<file path="src/rtl/hazard_bypass_unit.sv">
module hazard_bypass_unit #(
  parameter int XLEN = 32,
  parameter int RW   = 5
) (
  input  logic            clk,
  input  logic            rst_n,
  input  logic [1:0]      mode,
  input  logic [RW-1:0]   id_rs,
  input  logic [RW-1:0]   id_rt,
  input  logic            id_rs_alu,
  input  logic            id_rt_alu,
  input  logic            id_rs_br,
  input  logic            id_rt_br,
  input  logic [XLEN-1:0] id_rs_val,
  input  logic [XLEN-1:0] id_rt_val,
  input  logic            id_wen,
  input  logic [RW-1:0]   id_dst,
  input  logic            id_load,
  input  logic [XLEN-1:0] ex_result,
  input  logic            mem_wen,
  input  logic [RW-1:0]   mem_dst,
  input  logic [XLEN-1:0] mem_result,
  output logic            stall,
  output logic [1:0]      fwd_rs_sel,
  output logic [1:0]      fwd_rt_sel,
  output logic [XLEN-1:0] alu_rs_val,
  output logic [XLEN-1:0] alu_rt_val,
  output logic            br_fwd_rs,
  output logic            br_fwd_rt,
  output logic [XLEN-1:0] br_rs_val,
  output logic [XLEN-1:0] br_rt_val,
  output logic            ex_wen,
  output logic [RW-1:0]   ex_dst,
  output logic            ex_load
);

  localparam logic [1:0] SEL_NONE = 2'b00;
  localparam logic [1:0] SEL_MEM  = 2'b01;
  localparam logic [1:0] SEL_EX   = 2'b10;
  localparam logic [RW-1:0] R0    = '0;

  logic mode_stall, mode_fwd;
  assign mode_stall = (mode == 2'b01);
  assign mode_fwd   = mode[1];

  logic ex_live, mem_live;
  assign ex_live  = ex_wen && (ex_dst != R0);
  assign mem_live = mem_wen && (mem_dst != R0);

  logic ex_hit_rs, ex_hit_rt, mem_hit_rs, mem_hit_rt;
  assign ex_hit_rs  = ex_live && (ex_dst == id_rs);
  assign ex_hit_rt  = ex_live && (ex_dst == id_rt);
  assign mem_hit_rs = mem_live && (mem_dst == id_rs);
  assign mem_hit_rt = mem_live && (mem_dst == id_rt);

  logic use_rs, use_rt;
  assign use_rs = id_rs_alu || id_rs_br;
  assign use_rt = id_rt_alu || id_rt_br;

  logic stall_only_req;
  assign stall_only_req = mode_stall &&
    ((use_rs && (ex_hit_rs || mem_hit_rs)) || (use_rt && (ex_hit_rt || mem_hit_rt)));

  logic load_use, branch_ex;
  assign load_use  = ex_load && ((id_rs_alu && ex_hit_rs) || (id_rt_alu && ex_hit_rt));
  assign branch_ex = (id_rs_br && ex_hit_rs) || (id_rt_br && ex_hit_rt);

  assign stall = stall_only_req || (mode_fwd && (load_use || branch_ex));

  always_comb begin
    fwd_rs_sel = SEL_NONE;
    if (mode_fwd && id_rs_alu) begin
      if (ex_hit_rs && !ex_load) fwd_rs_sel = SEL_EX;
      else if (mem_hit_rs)       fwd_rs_sel = SEL_MEM;
    end
  end

  always_comb begin
    fwd_rt_sel = SEL_NONE;
    if (mode_fwd && id_rt_alu) begin
      if (ex_hit_rt && !ex_load) fwd_rt_sel = SEL_EX;
      else if (mem_hit_rt)       fwd_rt_sel = SEL_MEM;
    end
  end

  assign alu_rs_val = (fwd_rs_sel == SEL_EX)  ? ex_result :
                      (fwd_rs_sel == SEL_MEM) ? mem_result : id_rs_val;
  assign alu_rt_val = (fwd_rt_sel == SEL_EX)  ? ex_result :
                      (fwd_rt_sel == SEL_MEM) ? mem_result : id_rt_val;

  assign br_fwd_rs = mode_fwd && id_rs_br && mem_hit_rs;
  assign br_fwd_rt = mode_fwd && id_rt_br && mem_hit_rt;
  assign br_rs_val = br_fwd_rs ? mem_result : id_rs_val;
  assign br_rt_val = br_fwd_rt ? mem_result : id_rt_val;

  always_ff @(posedge clk) begin
    if (!rst_n || stall) begin
      ex_wen  <= 1'b0;
      ex_dst  <= R0;
      ex_load <= 1'b0;
    end else begin
      ex_wen  <= id_wen;
      ex_dst  <= id_dst;
      ex_load <= id_load;
    end
  end

  assert_off_mode_R2: assert property (@(posedge clk) disable iff (!rst_n)
    (mode == 2'b00) |-> (!stall && fwd_rs_sel == 2'b00 && fwd_rt_sel == 2'b00 &&
                         !br_fwd_rs && !br_fwd_rt && alu_rs_val == id_rs_val));

  assert_stall_mode_no_bypass_R3: assert property (@(posedge clk) disable iff (!rst_n)
    (mode == 2'b01) |-> (fwd_rs_sel == 2'b00 && fwd_rt_sel == 2'b00 && !br_fwd_rs && !br_fwd_rt));

  assert_sel_legal_R4: assert property (@(posedge clk) disable iff (!rst_n)
    $onehot0(fwd_rs_sel) && $onehot0(fwd_rt_sel));

  assert_ex_bypass_value_R4: assert property (@(posedge clk) disable iff (!rst_n)
    (fwd_rs_sel == 2'b10) |-> (alu_rs_val == ex_result));

  assert_load_use_R5: assert property (@(posedge clk) disable iff (!rst_n)
    (mode[1] && ex_load && ex_wen && ex_dst != R0 && id_rs_alu && id_rs == ex_dst) |-> stall);

  assert_branch_ex_R6: assert property (@(posedge clk) disable iff (!rst_n)
    (mode != 2'b00 && ex_wen && ex_dst != R0 && id_rt_br && id_rt == ex_dst) |-> stall);

  assert_branch_mem_value_R7: assert property (@(posedge clk) disable iff (!rst_n)
    br_fwd_rt |-> (br_rt_val == mem_result && mem_wen));

  assert_bubble_R8: assert property (@(posedge clk) disable iff (!rst_n)
    stall |=> (!ex_wen && !ex_load && ex_dst == R0));

  assert_capture_R8: assert property (@(posedge clk) disable iff (!rst_n)
    !stall |=> (ex_wen == $past(id_wen) && ex_dst == $past(id_dst) && ex_load == $past(id_load)));

endmodule

</file>
<file path="config.mk">
export PLATFORM = sky130hd
export DESIGN_NAME = hazard_bypass_unit
export DESIGN_NICKNAME = d
export VERILOG_FILES = /design/src/rtl/hazard_bypass_unit.sv
export SDC_FILE = /design/constraint.sdc
export NUM_CORES = 1
export LEC_CHECK = 0
export BUFFER_PORTS_ARGS = -buffer_cell sky130_fd_sc_hd__clkbuf_2
export CAP_MARGIN = 15
export CORE_AREA = 2 2 115 117
export CTS_CLUSTER_DIAMETER = 40
export CTS_CLUSTER_SIZE = 30
export DETAILED_ROUTE_END_ITERATION = 6
export DIE_AREA = 0 0 117 119
export GPL_TIMING_DRIVEN = 0
export HOLD_SLACK_MARGIN = 0.02
export PLACE_DENSITY_LB_ADDON = 0.15
export SETUP_SLACK_MARGIN = 0.4
export SLEW_MARGIN = 30
export SYNTH_ARGS = -nofsm -noshare
export SYNTH_HDL_FRONTEND = slang
export SYNTH_SLANG_ARGS = --single-unit
</file>
<file path="constraint.sdc">
create_clock -name clk -period 3.29 [get_ports clk]
set_input_delay 0.4935 -clock clk [delete_from_list [all_inputs] [get_ports clk]]
set_output_delay 0.4935 -clock clk [all_outputs]
set_load 0.005 [all_outputs]
</file>
## Word-level counts from Yosys, hierarchy flattened

Index checks and enable logic that the tools add are counted.

- Bits of input ports: 159
- Bits in writable memories: 0
- Register bits: 7
- Latch bits: 0
- Output and inout bits: 142
- Bits in read-only memories: 0
- Memories kept: 0

- Shift-type cells: 0
- Magnitude comparators: 0
- Bitwise operators: 0
- Equal/unequal tests: 9
- Reduce and logical (&&, ||, !) cells: 37
- Divide/modulo/power cells: 0
- Add/subtract/negate cells: 0
- Multiplexer cells: 12
- Multiply operators: 0

Operator list:

| kind | number |
|---|---|
| 32-bit 2-to-1 mux | 6 |
| 1-bit logical AND | 23 |
| 5-bit equality test | 4 |
| 1-bit logical OR | 10 |
| 5-bit nonzero test | 2 |
| 2-bit 2-to-1 mux | 4 |
| 2-bit by 1-bit equality test with 1-bit output, second input constant | 3 |
| 2-bit equality test, second input constant | 2 |
| 1-bit logical NOT | 2 |
| 1-bit 2-to-1 mux | 2 |

## Logic depth before layout (Yosys ltp)

Gate-level depths: netlist of the first run.

- Depth in word-level cells: 10
- Mapped depth: 8
- Depth with buffers taken out: 6

## Worst setup path before layout of the first run

Ideal clock, no wire load.

- Path type: input to output
- Start point: input mem_dst[2]
- End point: output br_rt_val[15]
- Arrival: 2.036 ns
- Cell stages on the path: 6
- Path slack: 0.761 ns
- Cell sequence: or4_4 > o211a_1 > and4_1 > buf_2 > buf_6 > mux2_4

- Word-level cells in the longest chain between the ends: 5
- Elaborated cells on any way between the ends: 6
- Classes of those cells: eq/ne (1); mux (1); reduce/logical (4)

RTL lines:

| what | line | RTL |
|---|---|---|
| start, declared | 21 | `input logic [RW-1:0] mem_dst,` |
| 5-bit nonzero test | 48 | `assign mem_live = mem_wen && (mem_dst != R0);` |
| 1-bit logical AND | 48 |  |
| 1-bit logical AND (*) | 54 | `assign mem_hit_rt = mem_live && (mem_dst == id_rt);` |
| 1-bit logical AND (*) | 92 | `assign br_fwd_rt = mode_fwd && id_rt_br && mem_hit_rt;` |
| via br_fwd_rt | 29 | `output logic br_fwd_rt,` |
| 32-bit 2-to-1 mux (*) | 94 | `assign br_rt_val = br_fwd_rt ? mem_result : id_rt_val;` |
| end, declared | 31 | `output logic [XLEN-1:0] br_rt_val,` |

The timed path passes the listed nets; every way through them passes the cells marked *.

## Final worst setup path of the first run

- Start point: register ex_dst[2]
- End point: output alu_rt_val[15]

- Word-level cells in the longest chain between the ends: 9
- Elaborated cells on any way between the ends: 11
- Classes of those cells: eq/ne (3); mux (4); reduce/logical (4)

RTL lines:

| what | line | RTL |
|---|---|---|
| start, declared | 33 | `output logic [RW-1:0] ex_dst,` |
| start signal, assigned | 103 | `ex_dst <= id_dst;` |
| 5-bit nonzero test | 47 | `assign ex_live = ex_wen && (ex_dst != R0);` |
| 1-bit logical AND | 47 |  |
| 1-bit logical AND (*) | 52 | `assign ex_hit_rt = ex_live && (ex_dst == id_rt);` |
| 1-bit logical AND (*) | 81 | `if (ex_hit_rt && !ex_load) fwd_rt_sel = SEL_EX;` |
| 2-bit 2-to-1 mux (*) | 81 |  |
| 2-bit 2-to-1 mux (*) | 80 | `if (mode_fwd && id_rt_alu) begin` |
| 2-bit by 1-bit equality test with 1-bit output | 89 | `(fwd_rt_sel == SEL_MEM) ? mem_result : id_rt_val;` |
| 32-bit 2-to-1 mux | 89 |  |
| 32-bit 2-to-1 mux (*) | 88 | `assign alu_rt_val = (fwd_rt_sel == SEL_EX) ? ex_result :` |
| end, declared | 27 | `output logic [XLEN-1:0] alu_rt_val,` |

Every way passes the cells marked *; elsewhere a longest branch is shown, timed or not.

==> flow_summary.json, run 1 <==
{
  "slew_violations": 0,
  "netlist_instances": 424,
  "cts_sinks": 7,
  "critical_path.max_fanout": 7,
  "synthArstFlopShare": 0,
  "synthDistinctLibCells": 36,
  "wl_um": 18400,
  "p_leak_uw": 0.00275,
  "clock_path_buffers": 2,
  "vias": 4854,
  "grtUsageTotal": 0.240,
  "worstMarginPinSlew_ps": 408,
  "antenna_found_initial": 0,
  "die_height_um": 119,
  "seqCellArea_um2": 148,
  "postCtsHoldBufs": 0,
  "cp_cell_sequence": "or4_4 -> o211ai_4 -> nor3_4 -> buf_6 -> buf_6 -> or3b_1 -> a31oi_1 -> buf_2",
  "ys_warn_count": 0,
  "ir_drop_mv": 0.242,
  "outcome": "completed",
  "row_count": 42,
  "ios": 301,
  "fp.dieW_um": 117,
  "power_density_nw_per_um2": 143,
  "cts_tree": "yes",
  "multiInputGateArea_um2": 2870,
  "syn-cell-area_um2": 3190,
  "drtPass1Iterations": 4,
  "routabilityCongestion": 0.920,
  "period_needed_ps": 2940,
  "start_util": 0.248,
  "rsz0062_at_grt": "true",
  "ys_seq_elements": 7,
  "fin_setup_tns_ps": 0,
  "place_area_um2": 4910,
  "fmax_mhz": 341,
  "cts_max_level": 1,
  "seq_area_frac_synth": 0.0439,
  "grt_pass1_vias": 4667,
  "core_area_um2": 12900,
  "area_growth_pct": 71.6,
  "fill_cells": 1393,
  "synth_edf_count": 0,
  "dp_hpwl_um": 14400,
  "crit_path_start_kind": "flop",
  "root_buffer": "clkbuf_16",
  "synthesis.nets": 583,
  "grt_overflow": 0,
  "cp_slowest_cell": "or4_4",
  "cp_slowest_stage_delay_ps": 580,
  "finalHoldViolations": 0,
  "skew_ps": 2.71,
  "clkTransAtPathRegs_ps": 40,
  "numCtsBuffers": 3,
  "p_total_uw": 782,
  "drv_cap": 0,
  "nNetsFinal": 915,
  "layout_commonest_cell": "clkbuf_2",
  "drt_iter0_markers": 240,
  "slew_headroom": 0.728,
  "io_buffers": 300,
  "wire_per_inst_um": 19.7,
  "cp.arrival_ps": 2440,
  "routed_via_density": 5.21,
  "path_class": "flop to primary output",
  "synth_area_per_cell_um2": 7.52,
  "final_cell_mix": "clkbuf_2, o21ai_0, nor2_1",
  "required_ps": 2800,
  "antenna_cells": 0,
  "hp-class": "input pin to flop",
  "synthFlopType": "dfxtp_1",
  "drt.antenna.violating_nets": 0,
  "drc": 0,
  "critPathBufInv": 3,
  "finalInstanceArea_um2": 5480,
  "insertion_delay_ps": 230,
  "dieArea_um2": 13900,
  "grt_pass1_wl_um": 26200,
  "crit_family": "simple AND/OR/NAND/NOR gates",
  "endpoint_kind": "primary output",
  "setup_viol": 0,
  "drive_gt1_frac": 0.607,
  "finalCritPeriodShare": 0.893,
  "crit_top_cell": "buf_6",
  "grt_start_max_net_pins": 11
}
[Yosys cell counts, drive strengths merged (8+ instances only)]
cell,number,area [um^2]
a31oi,43,269
a21oi,15,90.1
mux2,64,830
o21ai,56,280
or3b,32,280
xnor2,16,140
and3,18,113
clkbuf,21,78.8
nor3,9,50.1
nand4,20,125
nand2,8,30.0
buf,24,196
a221o,18,180
nor2,47,176
[repair_timing]
| item | 4_1_cts | 5_1_grt |
|---|---|---|
| setup buffers | 14 | 8 |
| cloned | 3 | 2 |
| gates resized for setup | 55 | 59 |
| pin swaps | 58 | 35 |
| endpoints found under the setup margin | 128 | 116 |
[sequential cells by signal (all words and copies together), names as in the netlist]
register / flops
ex_dst: 5
ex_load: 1
ex_wen: 1
[worst min-delay path, stage by stage]
cell,delay (ps)
clkbuf_2,90
nand4_1,70
o21ai_0,70
[worst paths after layout]
path                  start        endpoint  slack, ps  depth (start not counted)
hold reg to reg      ex_wen          ex_wen       1110                          4
setup / recovery  ex_dst[2]  alu_rt_val[15]        350                          8
setup reg to reg  ex_dst[2]       ex_dst[2]       1170                          7
hold / removal       id_wen          ex_wen        520                          3
[metrics by stage]
| step | setup WS (ps) | std cells | util | hold WS (ps) |
|---|---|---|---|---|
| global route | 299 | 931 | 0.425 | 553 |
| CTS | 330 | 921 | 0.412 | 522 |
| detailed placement | -124 | 900 | 0.382 | 764 |
| finish | 353 | 931 | 0.425 | 525 |
| floorplan | 761 | 424 | - | 647 |
| global placement | -35.6 | 900 | 0.382 | 752 |
[cells by family (layout without fill, tap and decap cells)]
group,count (synthesis),in the layout,synth area share
xor+xnor,19,19,0.0522
buf+inv,47,378,0.0894
mux,64,64,0.260
compound gates,141,141,0.284
simple gates,146,146,0.271
flops,7,7,0.0439
[cell type report]
class,count,area share
buffer,45,0.0743
inverter,2,0.00274
sequential,7,0.0270
tap,176,0.0402
timing repair buffer,327,0.318
clock buffer,4,0.0144
multi-input combinational,370,0.524
[power by group]
part | switching (uW) | internal (uW) | total [uW]
combinational | 216 | 252 | 468
clock | 47.9 | 161 | 209
sequential | 12.1 | 92.2 | 104
[per-layer routing]
metal | global-route usage | up-vias | wire [um]
met5 | 0 | - | 0
met1 | 0.304 | 2347 | 7890
met3 | 0.0310 | 10 | 1050
li1 | - | 2317 | -
met4 | 0.0338 | 0 | 133
met2 | 0.436 | 180 | 9290
Note: power is estimated with default switching activity, not from simulation.
==> inputs of run 2 (changes only) <==
CORE_AREA = 2 2 116 118   (was 2 2 115 117)
DIE_AREA = 0 0 118 120   (was 0 0 117 119)
clock period = 2.86 ns   (was 3.29 ns; I/O delays follow)
==> flow_summary.json, run 2 (synthesis gave the netlist of run 1 again) <==
{
  "outcome": "completed",
  "p_total_uw": 1010,
  "timing.rr.end": "ex_dst[2]",
  "finalInstanceArea_um2": 6880,
  "period_needed_ps": 2850,
  "cp.arrival_ps": 2420,
  "dp_hpwl_um": 14500,
  "insertion_delay_ps": 230,
  "reg2reg_setup_slack_ps": 840,
  "largest_reg_flops": 5,
  "fmax_mhz": 351,
  "layout_commonest_cell": "clkbuf_2",
  "cts_sinks": 7,
  "numCtsBuffers": 3,
  "power_density_nw_per_um2": 146,
  "endpoint_kind": "primary output",
  "grt_pass1_wl_um": 28600,
  "drtPass1Iterations": 6,
  "io_buffers": 300,
  "root_buffer": "clkbuf_16",
  "drt_iter0_markers": 266,
  "slew_headroom": 0.735,
  "critical_path.max_fanout": 7,
  "utilization": 0.530,
  "crit_path_start_kind": "flop",
  "hold_path_end": "ex_load",
  "cp_cell_sequence": "or4_4 -> o211ai_4 -> or3_4 -> buf_6 -> clkinv_8 -> a21oi_4 -> buf_4 -> clkbuf_16 -> a221o_1 -> clkbuf_2",
  "seqCellArea_um2": 149,
  "ff2ff_path_depth": 7,
  "cts_tree": "yes",
  "p_leak_uw": 0.00333,
  "finalHoldViolations": 0,
  "start_util": 0.246,
  "ios": 301,
  "grt_overflow": 0,
  "worstMarginPinSlew_ps": 398,
  "ir_drop_mv": 0.247,
  "final_cell_mix": "clkbuf_2, buf_6, mux2_4",
  "core_area_um2": 13000,
  "setup_viol": 0,
  "pwr-share-clk": 0.232,
  "dieArea_um2": 14200,
  "fp.dieW_um": 118,
  "p_sw_frac": 0.336,
  "area_growth_pct": 115,
  "drc": 0,
  "row_count": 42,
  "largest_register": "ex_dst",
  "switchingPower_uw": 339,
  "hp-class": "input pin to flop",
  "clkTransAtPathRegs_ps": 40,
  "vias": 5126,
  "comb_power_share": 0.649,
  "p_int_uw": 668,
  "antenna_found_initial": 1,
  "required_ps": 2430,
  "dp.cells": 900,
  "rsz0062_at_grt": "true",
  "clock_path_buffers": 2,
  "wire_per_inst_um": 20.8,
  "grtUsageTotal": 0.255,
  "slew_violations": 0,
  "routed_via_density": 5.31,
  "routabilityCongestion": 0.902,
  "nNetsFinal": 948,
  "path_class": "flop to primary output",
  "grt_pass1_vias": 4857,
  "fin_cells": 965,
  "startpoint": "ex_dst[2]",
  "wl_um": 20000,
  "place_area_um2": 4920,
  "seq_power_share": 0.119,
  "multiInputGateArea_um2": 3280,
  "cp_slowest_stage_delay_ps": 550,
  "fill_cells": 1291,
  "drv_cap": 0,
  "hold_path.startpoint": "id_load",
  "die_height_um": 120,
  "grt_start_max_net_pins": 11,
  "drive_gt1_frac": 0.673,
  "finalCritPeriodShare": 0.997,
  "cp_slowest_cell": "or4_4",
  "biggestRegsByFlops": "ex_dst: 5 flops, ex_load: 1 flops, ex_wen: 1 flops",
  "drt.antenna.violating_nets": 0,
  "holdPathStages": 3,
  "skew_ps": 2.24,
  "r2r_start": "ex_dst[2]",
  "fin_setup_tns_ps": 0,
  "cts_max_level": 1
}
run 2: cell types whose count changed in the layout (fill, tap and decap cells not counted), moves of 12 or more:
cell and delta:
buf_2 +29, buf_6 +61, clkbuf_2 -87, mux2_2 -35, mux2_4 +35, o21ai_0 -12
run 2: worst max path at each step:
stage	endpoint	slack, ps	cells past startpoint
2_1_floorplan	br_rt_val[15]	460	6
5_1_grt	alu_rs_val[19]	-50	10
4_1_cts	alu_rt_val[26]	2	8
6_report	alu_rs_val[19]	10	10
3_5_place_dp	alu_rs_val[15]	-460	8
3_3_place_gp	br_rs_val[2]	-520	7
run 2: cell type report:
class	instances	area share
inverters	2	0.00291
repair buffers	360	0.380
flip-flops and latches	7	0.0217
well taps	176	0.0320
plain buffers	45	0.0753
clock buffers	4	0.0115
diodes	1	0.000364
multi-input cells	370	0.476
run 2: per-layer routing:
metal,track usage,routed length (um)
met5,0,0
met4,0.0512,340
met3,0.0309,972
met2,0.475,10300
met1,0.313,8420
run 2: critical path: cells and delay by family, from the launching register on:
kind            cells  cell delay, ps
compound gates      3             530
simple gates        2             720
flops               1             340
buf+inv             5             600
run 2: power by group through the flow:
stage,clock network (uW),registers [uW],logic [uW]
finish,233,120,653
global route,243,120,696
CTS,238,119,550
detailed placement,0,120,499
global placement,0,120,496
floorplan,0,117,203
run 2: stage by stage:
stage | hold slack [ps] | worst slack, ps
global placement | 688 | -519
global route | 476 | -50.4
floorplan | 582 | 460
detailed placement | 696 | -464
CTS | 462 | 2.31
finish | 462 | 9.82
run 2: timing repair:
item                       CTS  global route
gates cloned                 9             3
pin swaps                   52            31
setup endpoints to repair  135           133
hold buffers                 0             0
resized for setup          116           247
buffers inserted            34            14
==> inputs of run 3 (changes only) <==
SETUP_SLACK_MARGIN = 0.2   (was 0.4)
==> flow_summary.json, run 3 (synthesis gave the netlist of run 1 again) <==
{
  "drtPass1Iterations": 4,
  "fmax_mhz": 353,
  "root_buffer": "clkbuf_16",
  "nNetsFinal": 933,
  "period_needed_ps": 2830,
  "io_buffers": 300,
  "rsz0062_at_grt": "true",
  "cts_max_level": 1,
  "fp.dieW_um": 118,
  "die_height_um": 120,
  "biggestRegsByFlops": "ex_dst: 5 flops, ex_load: 1 flops, ex_wen: 1 flops",
  "globalRouteMet3Util": 0.0328,
  "drv_cap": 0,
  "drt.antenna.violating_nets": 0,
  "dieArea_um2": 14200,
  "finalHoldViolations": 0,
  "ios": 301,
  "hold_path_end": "ex_load",
  "holdPathStages": 3,
  "startpoint": "ex_dst[2]",
  "drt_iter0_markers": 199,
  "drc": 0,
  "dp.cells": 900,
  "insertion_delay_ps": 230,
  "critical_path.max_fanout": 10,
  "final_cell_mix": "clkbuf_2, buf_2, o21ai_0",
  "p_leak_uw": 0.00301,
  "grtUsageTotal": 0.246,
  "hold_path.startpoint": "id_load",
  "area_growth_pct": 94.0,
  "r2r_start": "ex_dst[2]",
  "dp_hpwl_um": 14500,
  "clock_path_buffers": 2,
  "power_density_nw_per_um2": 152,
  "cts_tree": "yes",
  "wl_um": 19200,
  "layout_commonest_cell": "clkbuf_2",
  "start_util": 0.246,
  "fill_cells": 1342,
  "grt_overflow": 0,
  "vias": 4997,
  "routabilityCongestion": 0.902,
  "p_total_uw": 938,
  "slew_violations": 0,
  "finalCritPeriodShare": 0.989,
  "core_area_um2": 13000,
  "skew_ps": 3.13,
  "endpoint_kind": "primary output",
  "outcome": "completed",
  "fin_setup_tns_ps": 0,
  "grt.met2_usage": 0.462,
  "grt_pass1_wl_um": 27700,
  "wire_per_inst_um": 20.2,
  "grtUsageMet1": 0.298,
  "routed_via_density": 5.26,
  "grt_start_max_net_pins": 11,
  "path_class": "flop to primary output",
  "drive_gt1_frac": 0.649,
  "ir_drop_mv": 0.244,
  "fin_cells": 950,
  "largest_reg_flops": 5,
  "hp-class": "input pin to flop",
  "largest_register": "ex_dst",
  "utilization": 0.477,
  "required_ps": 2430,
  "slew_headroom": 0.749,
  "ff2ff_path_depth": 7,
  "busiest_layer": "met2",
  "crit_path_start_kind": "flop",
  "clkTransAtPathRegs_ps": 40,
  "cts_sinks": 7,
  "grt_pass1_vias": 4775,
  "timing.rr.end": "ex_dst[2]",
  "numCtsBuffers": 3,
  "worstMarginPinSlew_ps": 376,
  "reg2reg_setup_slack_ps": 820,
  "setup_viol": 0,
  "antenna_found_initial": 1,
  "row_count": 42,
  "cp.arrival_ps": 2400
}
==> run 3: changes by cell type in the layout (fill, tap and decap cells not counted), moves of 3 or more <==
cell / previous run / this run
mux2_4: 64 / 32
nor3_1: 1 / 4
o21ai_1: 9 / 6
o21ai_0: 44 / 48
buf_6: 77 / 35
clkbuf_2: 198 / 236
nor2_1: 44 / 47
buf_2: 58 / 55
buf_4: 28 / 32
buf_8: 14 / 6
mux2_2: 0 / 32
==> run 3: how the worst max path moves through the flow <==
stage                     cells past startpoint  slack [ps]             end
after global placement                        7        -520    br_rs_val[2]
after detailed placement                      8        -460  alu_rs_val[15]
final                                         8          30  alu_rt_val[15]
after global routing                          8         -40  alu_rt_val[28]
after floorplan                               6         460   br_rt_val[15]
after CTS                                     8           2  alu_rt_val[26]
==> run 3: layout make-up <==
class	instances	area, um^2	area share
multi-input combinational	370	3070	0.496
timing repair buffer	346	2170	0.351
buffer	44	478	0.0772
tap	176	220	0.0356
sequential	7	149	0.0241
clock buffer	4	78.8	0.0127
inverter	2	20.0	0.00323
antenna	1	2.50	0.000404
==> run 3: through the flow <==
step                area [um^2]  setup WS, ps  hold WS, ps
floorplan                  3190           460          582
global placement           4910          -519          688
detailed placement         4920          -464          696
CTS                        5630          2.31          462
global route               6190         -36.8          476
finish                     6190          30.8          464
==> run 3: critical path: stages, from the launching register on <==
cell	delay [ps]
dfxtp_4	340
or4_4	550
o211ai_2	190
nor3_2	70
buf_6	160
buf_6	140
or3b_1	370
a31oi_2	210
buf_2	140
==> run 3: per-layer routing <==
layer	share of wire	up-vias
li1	-	2363
met1	0.42	2417
met2	0.51	195
met3	0.046	22
met4	0.019	0
met5	0	-
==> run 3: what timing repair did <==
item | CTS | global route
pin swaps | 36 | 36
cloned | 4 | 2
gates resized for setup | 81 | 148
endpoints found under the setup margin | 124 | 130
hold buffers | 0 | 0
buffers inserted | 29 | 11
==> run 3: power by group <==
group / switching, uW / internal [uW] / leakage, uW
clock: 49.1 / 185 / 0.0000382
sequential: 12.9 / 106 / 0.0000600
combinational: 261 / 324 / 0.00291
total: 323 / 615 / 0.00301
